===== src/rtl/uart_hreg_pkg.sv =====
package uart_hreg_pkg;

  localparam int NSLOT = 9;
  localparam int BANK_BIT = 7;

  typedef enum logic [3:0] {
    S_IER = 4'd0,
    S_FCR = 4'd1,
    S_LCR = 4'd2,
    S_MCR = 4'd3,
    S_SCR = 4'd4,
    S_DLL = 4'd5,
    S_DLM = 4'd6,
    S_DLX = 4'd7,
    S_MCX = 4'd8
  } slot_e;

  typedef enum logic [2:0] {
    RS_NONE = 3'd0,
    RS_RBR  = 3'd1,
    RS_IIR  = 3'd2,
    RS_LSR  = 3'd3,
    RS_MSR  = 3'd4,
    RS_SLOT = 3'd5
  } rsrc_e;

  typedef struct packed {
    rsrc_e rsrc;
    slot_e rslot;
    logic  wen;
    slot_e wslot;
    logic  fifo_port;
  } map_t;

  function automatic map_t map_addr(input logic [2:0] a, input logic bank);
    map_t m;
    m.rsrc      = RS_SLOT;
    m.rslot     = S_IER;
    m.wen       = 1'b1;
    m.wslot     = S_IER;
    m.fifo_port = 1'b0;
    case (a)
      3'd0: begin
        if (bank) begin
          m.rslot = S_DLL;
          m.wslot = S_DLL;
        end else begin
          m.rsrc      = RS_RBR;
          m.wen       = 1'b0;
          m.fifo_port = 1'b1;
        end
      end
      3'd1: begin
        m.rslot = bank ? S_DLM : S_IER;
        m.wslot = bank ? S_DLM : S_IER;
      end
      3'd2: begin
        m.rsrc  = RS_IIR;
        m.wslot = S_FCR;
      end
      3'd3: begin
        m.rslot = S_LCR;
        m.wslot = S_LCR;
      end
      3'd4: begin
        m.rslot = bank ? S_DLX : S_MCR;
        m.wslot = bank ? S_DLX : S_MCR;
      end
      3'd5: begin
        m.rsrc = RS_LSR;
        m.wen  = 1'b0;
      end
      3'd6: begin
        m.rsrc = RS_MSR;
        m.wen  = 1'b0;
      end
      default: begin
        m.rslot = bank ? S_MCX : S_SCR;
        m.wslot = bank ? S_MCX : S_SCR;
      end
    endcase
    return m;
  endfunction

endpackage


===== src/rtl/uart_hreg_edge.sv =====
module uart_hreg_edge #(
  parameter int N = 2
) (
  input  logic         clk,
  input  logic         rst_n,
  input  logic [N-1:0] lvl,
  output logic [N-1:0] first
);

  logic [N-1:0] lvl_q;
  logic [N-1:0] lvl_d;

  always_comb begin
    lvl_d = lvl;
  end

  for (genvar i = 0; i < N; i++) begin : g_bit
    always_ff @(posedge clk or negedge rst_n) begin
      if (!rst_n) lvl_q[i] <= 1'b0;
      else        lvl_q[i] <= lvl_d[i];
    end
    assign first[i] = lvl[i] & ~lvl_q[i];


    first_once_chk: assert property (@(posedge clk) disable iff (!rst_n)
      first[i] |=> !first[i]);
  end

endmodule


===== src/rtl/uart_hreg_decode.sv =====
module uart_hreg_decode
  import uart_hreg_pkg::*;
(
  input  logic             clk,
  input  logic             rst_n,
  input  logic [2:0]       addr,
  input  logic             bank,
  input  logic             rd_act,
  input  logic             rd_first,
  input  logic             wr_first,
  output rsrc_e            rsrc,
  output slot_e            rslot,
  output logic [NSLOT-1:0] we,
  output logic             pop,
  output logic             push
);

  map_t m;

  always_comb begin
    m = map_addr(addr, bank);
  end

  always_comb begin
    rsrc  = rd_act ? m.rsrc : RS_NONE;
    rslot = m.rslot;
    pop   = rd_first & m.fifo_port;
    push  = wr_first & m.fifo_port;
  end

  for (genvar i = 0; i < NSLOT; i++) begin : g_we
    assign we[i] = wr_first & m.wen & (m.wslot == slot_e'(i));
  end


  one_target_chk: assert property (@(posedge clk) disable iff (!rst_n)
    $onehot0(we));


  push_no_reg_chk: assert property (@(posedge clk) disable iff (!rst_n)
    push |-> (we == '0));

endmodule


===== src/rtl/uart_hreg_bank.sv =====
module uart_hreg_bank #(
  parameter int DATA_W = 8,
  parameter int NREG   = 9
) (
  input  logic                        clk,
  input  logic                        rst_n,
  input  logic [NREG-1:0]             we,
  input  logic [DATA_W-1:0]           wdata,
  output logic [NREG-1:0][DATA_W-1:0] q
);

  logic [NREG-1:0][DATA_W-1:0] q_d;

  for (genvar i = 0; i < NREG; i++) begin : g_reg
    always_comb begin
      q_d[i] = q[i];
      if (we[i]) q_d[i] = wdata;
    end

    always_ff @(posedge clk or negedge rst_n) begin
      if (!rst_n)     q[i] <= '0;
      else if (we[i]) q[i] <= q_d[i];
    end


    hold_chk: assert property (@(posedge clk) disable iff (!rst_n)
      !we[i] |=> $stable(q[i]));
  end

endmodule


===== src/rtl/uart_hreg_rdmux.sv =====
module uart_hreg_rdmux
  import uart_hreg_pkg::*;
#(
  parameter int DATA_W = 8
) (
  input  rsrc_e                        rsrc,
  input  slot_e                        rslot,
  input  logic [NSLOT-1:0][DATA_W-1:0] q,
  input  logic [DATA_W-1:0]            rx_data,
  input  logic [DATA_W-1:0]            iir,
  input  logic [DATA_W-1:0]            lsr_in,
  input  logic [DATA_W-1:0]            msr_in,
  output logic [DATA_W-1:0]            rdata
);

  always_comb begin
    case (rsrc)
      RS_RBR:  rdata = rx_data;
      RS_IIR:  rdata = iir;
      RS_LSR:  rdata = lsr_in;
      RS_MSR:  rdata = msr_in;
      RS_SLOT: rdata = q[rslot];
      default: rdata = '0;
    endcase
  end

endmodule


===== src/rtl/uart_host_regs.sv =====
module uart_host_regs
  import uart_hreg_pkg::*;
#(
  parameter int DATA_W = 8
) (
  input  logic              clk,
  input  logic              rst_n,
  input  logic              sel_n,
  input  logic [2:0]        addr,
  input  logic              rd,
  input  logic              wr,
  input  logic [DATA_W-1:0] wdata,
  output logic [DATA_W-1:0] rdata,
  input  logic [DATA_W-1:0] rx_data,
  output logic              rx_pop,
  output logic              tx_push,
  input  logic              int_pend,
  input  logic [2:0]        int_id,
  input  logic [DATA_W-1:0] lsr_in,
  input  logic [DATA_W-1:0] msr_in,
  output logic [DATA_W-1:0] ier,
  output logic [DATA_W-1:0] fcr,
  output logic [DATA_W-1:0] lcr,
  output logic [DATA_W-1:0] mcr,
  output logic [DATA_W-1:0] scr,
  output logic [DATA_W-1:0] dll,
  output logic [DATA_W-1:0] dlm,
  output logic [DATA_W-1:0] dlx,
  output logic [DATA_W-1:0] mcx
);

  localparam int SYNC_STAGES = 2;

  logic [SYNC_STAGES-1:0]       rst_pipe;
  logic                         rst_q_n;
  logic                         rd_act;
  logic                         wr_act;
  logic [1:0]                   firsts;
  rsrc_e                        rsrc;
  slot_e                        rslot;
  logic [NSLOT-1:0]             we;
  logic [NSLOT-1:0][DATA_W-1:0] q;
  logic [DATA_W-1:0]            iir;
  logic                         bank;

  always_ff @(posedge clk or negedge rst_n) begin
    if (!rst_n) rst_pipe <= '0;
    else        rst_pipe <= {rst_pipe[SYNC_STAGES-2:0], 1'b1};
  end
  assign rst_q_n = rst_pipe[SYNC_STAGES-1];

  always_comb begin
    rd_act = rd & ~sel_n;
    wr_act = wr & ~sel_n;
    bank   = q[S_LCR][BANK_BIT];
    iir    = DATA_W'({q[S_FCR][0], q[S_FCR][0], 2'b00, int_id, ~int_pend});
  end

  uart_hreg_edge #(.N(2)) u_edge (
    .clk   (clk),
    .rst_n (rst_q_n),
    .lvl   ({rd_act, wr_act}),
    .first (firsts)
  );

  uart_hreg_decode u_dec (
    .clk      (clk),
    .rst_n    (rst_q_n),
    .addr     (addr),
    .bank     (bank),
    .rd_act   (rd_act),
    .rd_first (firsts[1]),
    .wr_first (firsts[0]),
    .rsrc     (rsrc),
    .rslot    (rslot),
    .we       (we),
    .pop      (rx_pop),
    .push     (tx_push)
  );

  uart_hreg_bank #(.DATA_W(DATA_W), .NREG(NSLOT)) u_bank (
    .clk   (clk),
    .rst_n (rst_q_n),
    .we    (we),
    .wdata (wdata),
    .q     (q)
  );

  uart_hreg_rdmux #(.DATA_W(DATA_W)) u_rd (
    .rsrc    (rsrc),
    .rslot   (rslot),
    .q       (q),
    .rx_data (rx_data),
    .iir     (iir),
    .lsr_in  (lsr_in),
    .msr_in  (msr_in),
    .rdata   (rdata)
  );

  assign ier = q[S_IER];
  assign fcr = q[S_FCR];
  assign lcr = q[S_LCR];
  assign mcr = q[S_MCR];
  assign scr = q[S_SCR];
  assign dll = q[S_DLL];
  assign dlm = q[S_DLM];
  assign dlx = q[S_DLX];
  assign mcx = q[S_MCX];


  deselect_quiet_chk: assert property (@(posedge clk) disable iff (!rst_q_n)
    sel_n |-> (!rx_pop && !tx_push && rdata == '0));


  pop_pulse_chk: assert property (@(posedge clk) disable iff (!rst_q_n)
    rx_pop |=> !rx_pop);


  pop_bank0_chk: assert property (@(posedge clk) disable iff (!rst_q_n)
    rx_pop |-> !lcr[BANK_BIT]);


  push_bank0_chk: assert property (@(posedge clk) disable iff (!rst_q_n)
    tx_push |-> !lcr[BANK_BIT]);


  idle_rdata_chk: assert property (@(posedge clk) disable iff (!rst_q_n)
    !rd |-> rdata == '0);


  strobe_excl_chk: assert property (@(posedge clk) disable iff (!rst_q_n)
    !(rx_pop && tx_push));

endmodule


===== config.mk =====
export PLATFORM = sky130hd
export DESIGN_NAME = uart_host_regs
export DESIGN_NICKNAME = d
export VERILOG_FILES = /design/src/rtl/uart_hreg_pkg.sv /design/src/rtl/uart_hreg_edge.sv /design/src/rtl/uart_hreg_decode.sv /design/src/rtl/uart_hreg_bank.sv /design/src/rtl/uart_hreg_rdmux.sv /design/src/rtl/uart_host_regs.sv
export SDC_FILE = /design/constraint.sdc
export NUM_CORES = 1
export LEC_CHECK = 0
export BUFFER_PORTS_ARGS = -buffer_cell sky130_fd_sc_hd__buf_4
export CORE_MARGIN = 1.5
export CORE_UTILIZATION = 53
export CTS_BUF_LIST = sky130_fd_sc_hd__clkbuf_8
export DETAILED_ROUTE_END_ITERATION = 16
export PLACE_DENSITY = 0.85
export SYNTH_ARGS = -nofsm -noshare
export SYNTH_HDL_FRONTEND = slang
export SYNTH_SLANG_ARGS = --single-unit

===== constraint.sdc =====
create_clock -name clk -period 2.8 [get_ports clk]
set_input_delay 0.42 -clock clk [delete_from_list [all_inputs] [get_ports clk]]
set_output_delay 0.42 -clock clk [all_outputs]
set_load 0.1 [all_outputs]

* After elaboration in Yosys (flattened, before gate mapping) *
Index checks and enable logic that the tools add are counted.

storage, ports and cells
  flip-flop bits (word level) = 76
  output and inout bits = 82
  bits of input ports = 44
  word-level logic and storage cells = 72

operators by class
  multiplexer cells = 16
  eq/ne operators = 19
  reduce and logical (&&, ||, !) cells = 4
  order comparisons = 1
  bitwise logic cells = 20

operator list
  kind                                                                           count
  8-bit case mux with 5 select lines                                             1
  8-bit binary-select mux with 4-bit select                                      1
  4-bit case mux with 6 select lines                                             1
  4-bit case mux with 5 select lines                                             1
  1-bit AND                                                                      16
  4-bit by 3-bit equality test with 1-bit output (second input constant)         4
  3-bit equality test (second input constant)                                    5
  3-bit 2-to-1 mux                                                               5
  3-bit by 2-bit equality test with 1-bit output (second input constant)         4
  3-bit case mux with 4 select lines                                             1
  4-bit by 2-bit equality test with 1-bit output (second input constant)         2
  8-bit 2-to-1 mux                                                               1
  3-bit by 1-bit equality test with 1-bit output (second input constant)         2
  4-bit by 5-bit less-than comparator with 1-bit output (second input constant)  1
  4-bit by 1-bit equality test with 1-bit output (second input constant)         1
  4-bit equality test (second input constant)                                    1
  4-bit zero test                                                                1
  4-bit 2-to-1 mux                                                               1
  1-bit inverter                                                                 4
  3-bit zero test                                                                1
  1-bit 2-to-1 mux                                                               3
  3-bit OR reduction                                                             1
  1-bit case mux with 2 select lines                                             1
  2-bit OR reduction                                                             1

* Depth between registers and ports, before layout *
  depth after elaboration = 6
  gate-level depth with buffers = 7
  mapped depth without buffers = 5

* By module *
From an unflattened synthesis, not the netlist that was laid out.

second synthesis, totals
  cell total of the unflattened synthesis = 316
  area total of the unflattened synthesis = 4,295.4 um2

by module, submodules not included
  module            cells each  seq. area each (um2)  instances  area each (um2)
  uart_hreg_bank    153         1,801.7               1          2,984.1
  uart_hreg_rdmux   112         0.0                   1          928.4
  uart_hreg_decode  40          0.0                   1          231.5
  uart_hreg_edge    4           50.0                  1          77.6
  uart_host_regs    7           50.0                  1          73.8

* Worst setup path before layout *
Ideal clock, no wire load.

  path kind = register to output
  from = reg u_bank.q[58] (netlist bit)
  to = out rdata[2]
  data arrival time = 3,673 ps
  stages on the path, launching flop included = 6
  data required time = 2,380 ps
  slack = -1,293 ps
  buffers on the path = 0
  path through = dfrtp_1 a21o_1 o21ai_0 a21oi_1 nor2_1 o31ai_1

between the ends
  word-level cells in the longest chain between the ends = 3

RTL lines
  element                                    RTL line               source
  start, declared                            uart_hreg_bank.sv:9    output logic [NREG-1:0][DATA_W-1:0] q
  start signal, assigned by index            uart_hreg_bank.sv:22   else if (we[i]) q[i] <= q_d[i];
  8-bit binary-select mux with 4-bit select  uart_hreg_rdmux.sv:22  RS_SLOT: rdata = q[rslot];
  8-bit 2-to-1 mux (implied by the code)     uart_hreg_rdmux.sv:22
  8-bit case mux with 5 select lines         uart_hreg_rdmux.sv:17  case (rsrc)
  end, declared                              uart_host_regs.sv:13   output logic [DATA_W-1:0] rdata,

No other way between the ends. The select of a mux whose other input is x is not followed.

* Worst setup path in the final report *
  from = reg u_bank.q[23] (netlist bit)
  to = out rdata[3]

between the ends
  word-level cells in the longest chain between the ends = 5
  elaborated cells on any way between the ends = 16
  those cells by class = eq/ne: 5; mux: 11

RTL lines
  element                                                                                   RTL line                                       source
  3-bit 2-to-1 mux, or another cell as far along                                            uart_hreg_pkg.sv:44                            if (bank) begin
  4-bit case mux with 5 select lines or 3-bit case mux with 4 select lines (tied branches)  uart_hreg_pkg.sv:42                            case (a)
  8-bit binary-select mux with 4-bit select or 3-bit 2-to-1 mux (tied branches)             uart_hreg_rdmux.sv:22, uart_hreg_decode.sv:25
  8-bit 2-to-1 mux (implied by the code), or another cell as far along                      uart_hreg_rdmux.sv:22
  8-bit case mux with 5 select lines (*)                                                    uart_hreg_rdmux.sv:17

Every way passes the cells marked *; elsewhere a longest branch is shown, timed or not. The select of a mux whose other input is x is not followed.

==> results by group <==
Run status
  – Status: completed

Global routing
  – Number of global-route vias before repair: approximately 3300
  – Pin count of the biggest net entering global routing: 40
  – Initial antenna violation count: 0
  – Tot GR Track Use: 0.291
  – First-pass GRT wire length: 16800 µm
  – Total gr overflow: 0

STA
  – Final Critical Period: approximately 2.6 ns
  – Hold Vio Cnt, Final: 0
  – Finish-stage setup viols: 0
  – Final Max Tran Viols: 0
  – Final period util: 0.942
  – TNS Setup: 0 ns
  – RSZ-0062 raised after global routing: no
  – Layout Skew: a little under 0.008 ns
  – Fmax: 0.379 GHz
  – Measured slew at the worst slew-check pin: around 0.85 ns
  – Final hold slack: between 0.2 and 0.3 ns
  – Slew HR: 0.437

Clock tree
  – CTS tree: yes
  – Insertion delay to the later sink of the worst-skew pair: approximately 0.36 ns
  – Root buf cell: clkbuf_8
  – CTS sink count: between 70 and 80
  – Cts bufs inserted: 9
  – Reg clk slew, reported paths: roughly 0.080 ns
  – Clock Tree Buf Depth: 2
  – CTS H-tree lvls: 3

Setup path
  – Critical path startpoint category: flip-flop
  – CP Max Fanout: 16
  – Crit. End Element: output port
  – Worst path cell trace: or3b_1 > a21oi_1 > a311o_1 > a21oi_1 > o21ai_2 > buf_4
  – Most common cell on crit path: a21oi_1
  – Req. time, crit path: approximately 2.4 ns
  – Slowest CP cell: dfrtp_2
  – CP max stage delay: between 0.5 and 0.6 ns
  – Setup Crit Path Kind: reg -> out
  – Arr. time, crit path: between 2 and 2.5 ns

Logic synthesis
  – Synthesized flop and latch total: between 70 and 80
  – Register area share after synthesis: 0.483
  – Synth Net Count: 380
  – Unique masters post-synth: between 50 and 60
  – Syn Inst Count: approximately 340
  – Synth Area in XOR/XNOR: 0
  – Largest family of logic cells by synthesized area: multiplexers
  – Avg Cell Area, Syn: about 12 µm²
  – Fraction of registers with async set/reset: 1.00
  – Mux cell area share after synthesis: 0.219
  – Synthesis warning total: 0
  – Adder-Cell Fraction of Synth Area: 0
  – Post-Synth Simple-Gate Area: 0.111
  – Compound-Gate Fraction of Synth Area: 0.154
  – Mapped cell area: around 3900 µm²
  – Top_reg_cell synth: dfrtp_1
  – EDFF count, synth: 0

Run
  – Max_cap viols: 0

Route
  – DRT Wirelength: about 11000 µm
  – Initial DRC Count: 296
  – Routed len/inst: about 20 µm
  – Drt pass-1 iters: 7
  – Final ANT Viol Nets: 0
  – Via count: about 3400
  – DR vias/cell: about 6.0
  – DRC: 0

Layout
  – FF+latch area: 1900 µm²
  – Number of diodes: 0
  – Area of the multi-input gates: 1950 µm²
  – Final nets: a little over 500
  – Filler cells: between 500 and 600
  – Final Instance Area: 5210 µm²
  – Final Core Density: 0.723
  – Finished Layout Cells: ~560
  – Share of cells above drive strength 1: 0.525
  – Area grow syn2layout: 32.5%

Placed design
  – Global placement routability congestion: about 0.94
  – Hpwl dp: roughly 8000 µm
  – PortBufs: roughly 130
  – Placed cell areas: 4990 µm²
  – Placed insts: ~550

Floorplan
  – Initial core utilization: 0.545
  – Die H: ~89 µm
  – Die width: 89.2 µm
  – CORE AREA: between 7000 and 8000 µm²
  – Num rows: 31
  – # IOs: 126
  – Die area: approximately 8000 µm²

Power and ir drop
  – Leak: approximately 2.5 nW
  – Pwr per Cell Area: approximately 940 nW/µm²
  – VDD IR-drop max: ~610 µV

Hold path
  – Hold WC Path Type: in -> reg
## report_power, final
part           internal [mW]  leakage [nW]  switching (mW)  total, mW
registers               1.31         0.977           0.237       1.54
clock network          0.462         0.102           0.411      0.873
logic                  0.572          1.43            1.94       2.51
## cells in the final DEF (no fill, tap or decap), types with 5 or more instances in the layout
master / count
a32o_1: 6
dfrtp_1: 74
buf_4: 131
o21ai_2: 6
a21o_1: 6
clkbuf_8: 11
o221ai_1: 7
o32a_1: 7
nor2b_1: 5
nand2_1: 29
mux2_2: 72
a21oi_1: 19
nor2_1: 9
## flip-flops by register name, indices dropped and copies added (netlist names)
register / flops
u_bank.q: 72
rst_pipe: 2
u_edge.lvl_q: 2
## what timing repair did
item                       CTS  global route
hold buffers                 1             0
buffers inserted             0             0
setup endpoints to repair    1             1
hold endpoints to repair     2             0
resized for setup            1             1
## layout make-up
class	instances	area share
Multi-Input combinational cell	236	0.373
Sequential cell	76	0.365
Timing Repair Buffer	133	0.194
Clock buffer	11	0.0290
Tap cell	99	0.0238
Clock inverter	5	0.0113
Inverter	4	0.00288
## synthesized netlist by cell type (4+ instances only)
| library cell | count | area share |
|---|---|---|
| nor2_1 | 9 | 0.0086 |
| o221ai_1 | 7 | 0.016 |
| nor2b_1 | 7 | 0.011 |
| buf_2 | 12 | 0.015 |
| a311o_1 | 4 | 0.010 |
| nand2_1 | 29 | 0.028 |
| dfrtp_1 | 76 | 0.48 |
| a21o_1 | 6 | 0.011 |
| inv_1 | 4 | 0.0038 |
| mux2_2 | 72 | 0.21 |
| o21ai_0 | 9 | 0.011 |
| mux2i_1 | 4 | 0.010 |
| a32o_1 | 6 | 0.015 |
| o32a_1 | 7 | 0.018 |
| a21oi_1 | 19 | 0.024 |
| a22oi_1 | 4 | 0.0076 |
| clkbuf_1 | 4 | 0.0038 |
## path summary, 6_finish.rpt
| kind | startpoint | to | slack (ns) | cells past startpoint |
|---|---|---|---|---|
| max | u_bank.q[23] | rdata[3] | 0.16 | 6 |
| min | sel_n | u_edge.lvl_q[0] | 0.26 | 2 |
| max reg2reg | u_bank.q[23] | u_bank.q[33] | 0.85 | 3 |
| min reg2reg | rst_pipe[0] | rst_pipe[1] | 0.36 | 0 |
| max in group asynchronous | rst_pipe[1] | u_bank.q[52] | 1.72 | 1 |
| min in group asynchronous | rst_n | rst_pipe[1] | 0.38 | 2 |
## per-layer routing
layer  share of wire  routed length [µm]  vias to the layer above  global-route usage
li1                -                   -                     1527                   -
met1            0.41                4710                     1664               0.382
met2            0.49                5630                      169               0.471
met3           0.080                 917                       14              0.0739
met4           0.014                 163                        0               0.103
met5               0                   0                        -                   0
## kinds of logic after synthesis
| family | Yosys count |
|---|---|
| other | 1 |
| AO/OA/AOI/OAI | 81 |
| AND/OR/NAND/NOR | 77 |
| flip-flops | 76 |
| buffers and inverters | 24 |
| multiplexers | 77 |
## metrics by stage
stage / worst slack (ns) / power [mW]
2_1_floorplan: -0.429 / 3.48
3_5_place_dp: 0.257 / 4.06
5_1_grt: 0.0491 / 5.07
4_1_cts: 0.142 / 4.93
3_3_place_gp: 0.274 / 4.02
6_report: 0.162 / 4.93
## critical path, delay by kind of cell (launching register included)
kind	cells	cell delay (ns)
buf+inv	1	0.30
compound gates	4	0.54
simple gates	1	0.49
flops	1	0.53
(Power assumes the default switching activity.)
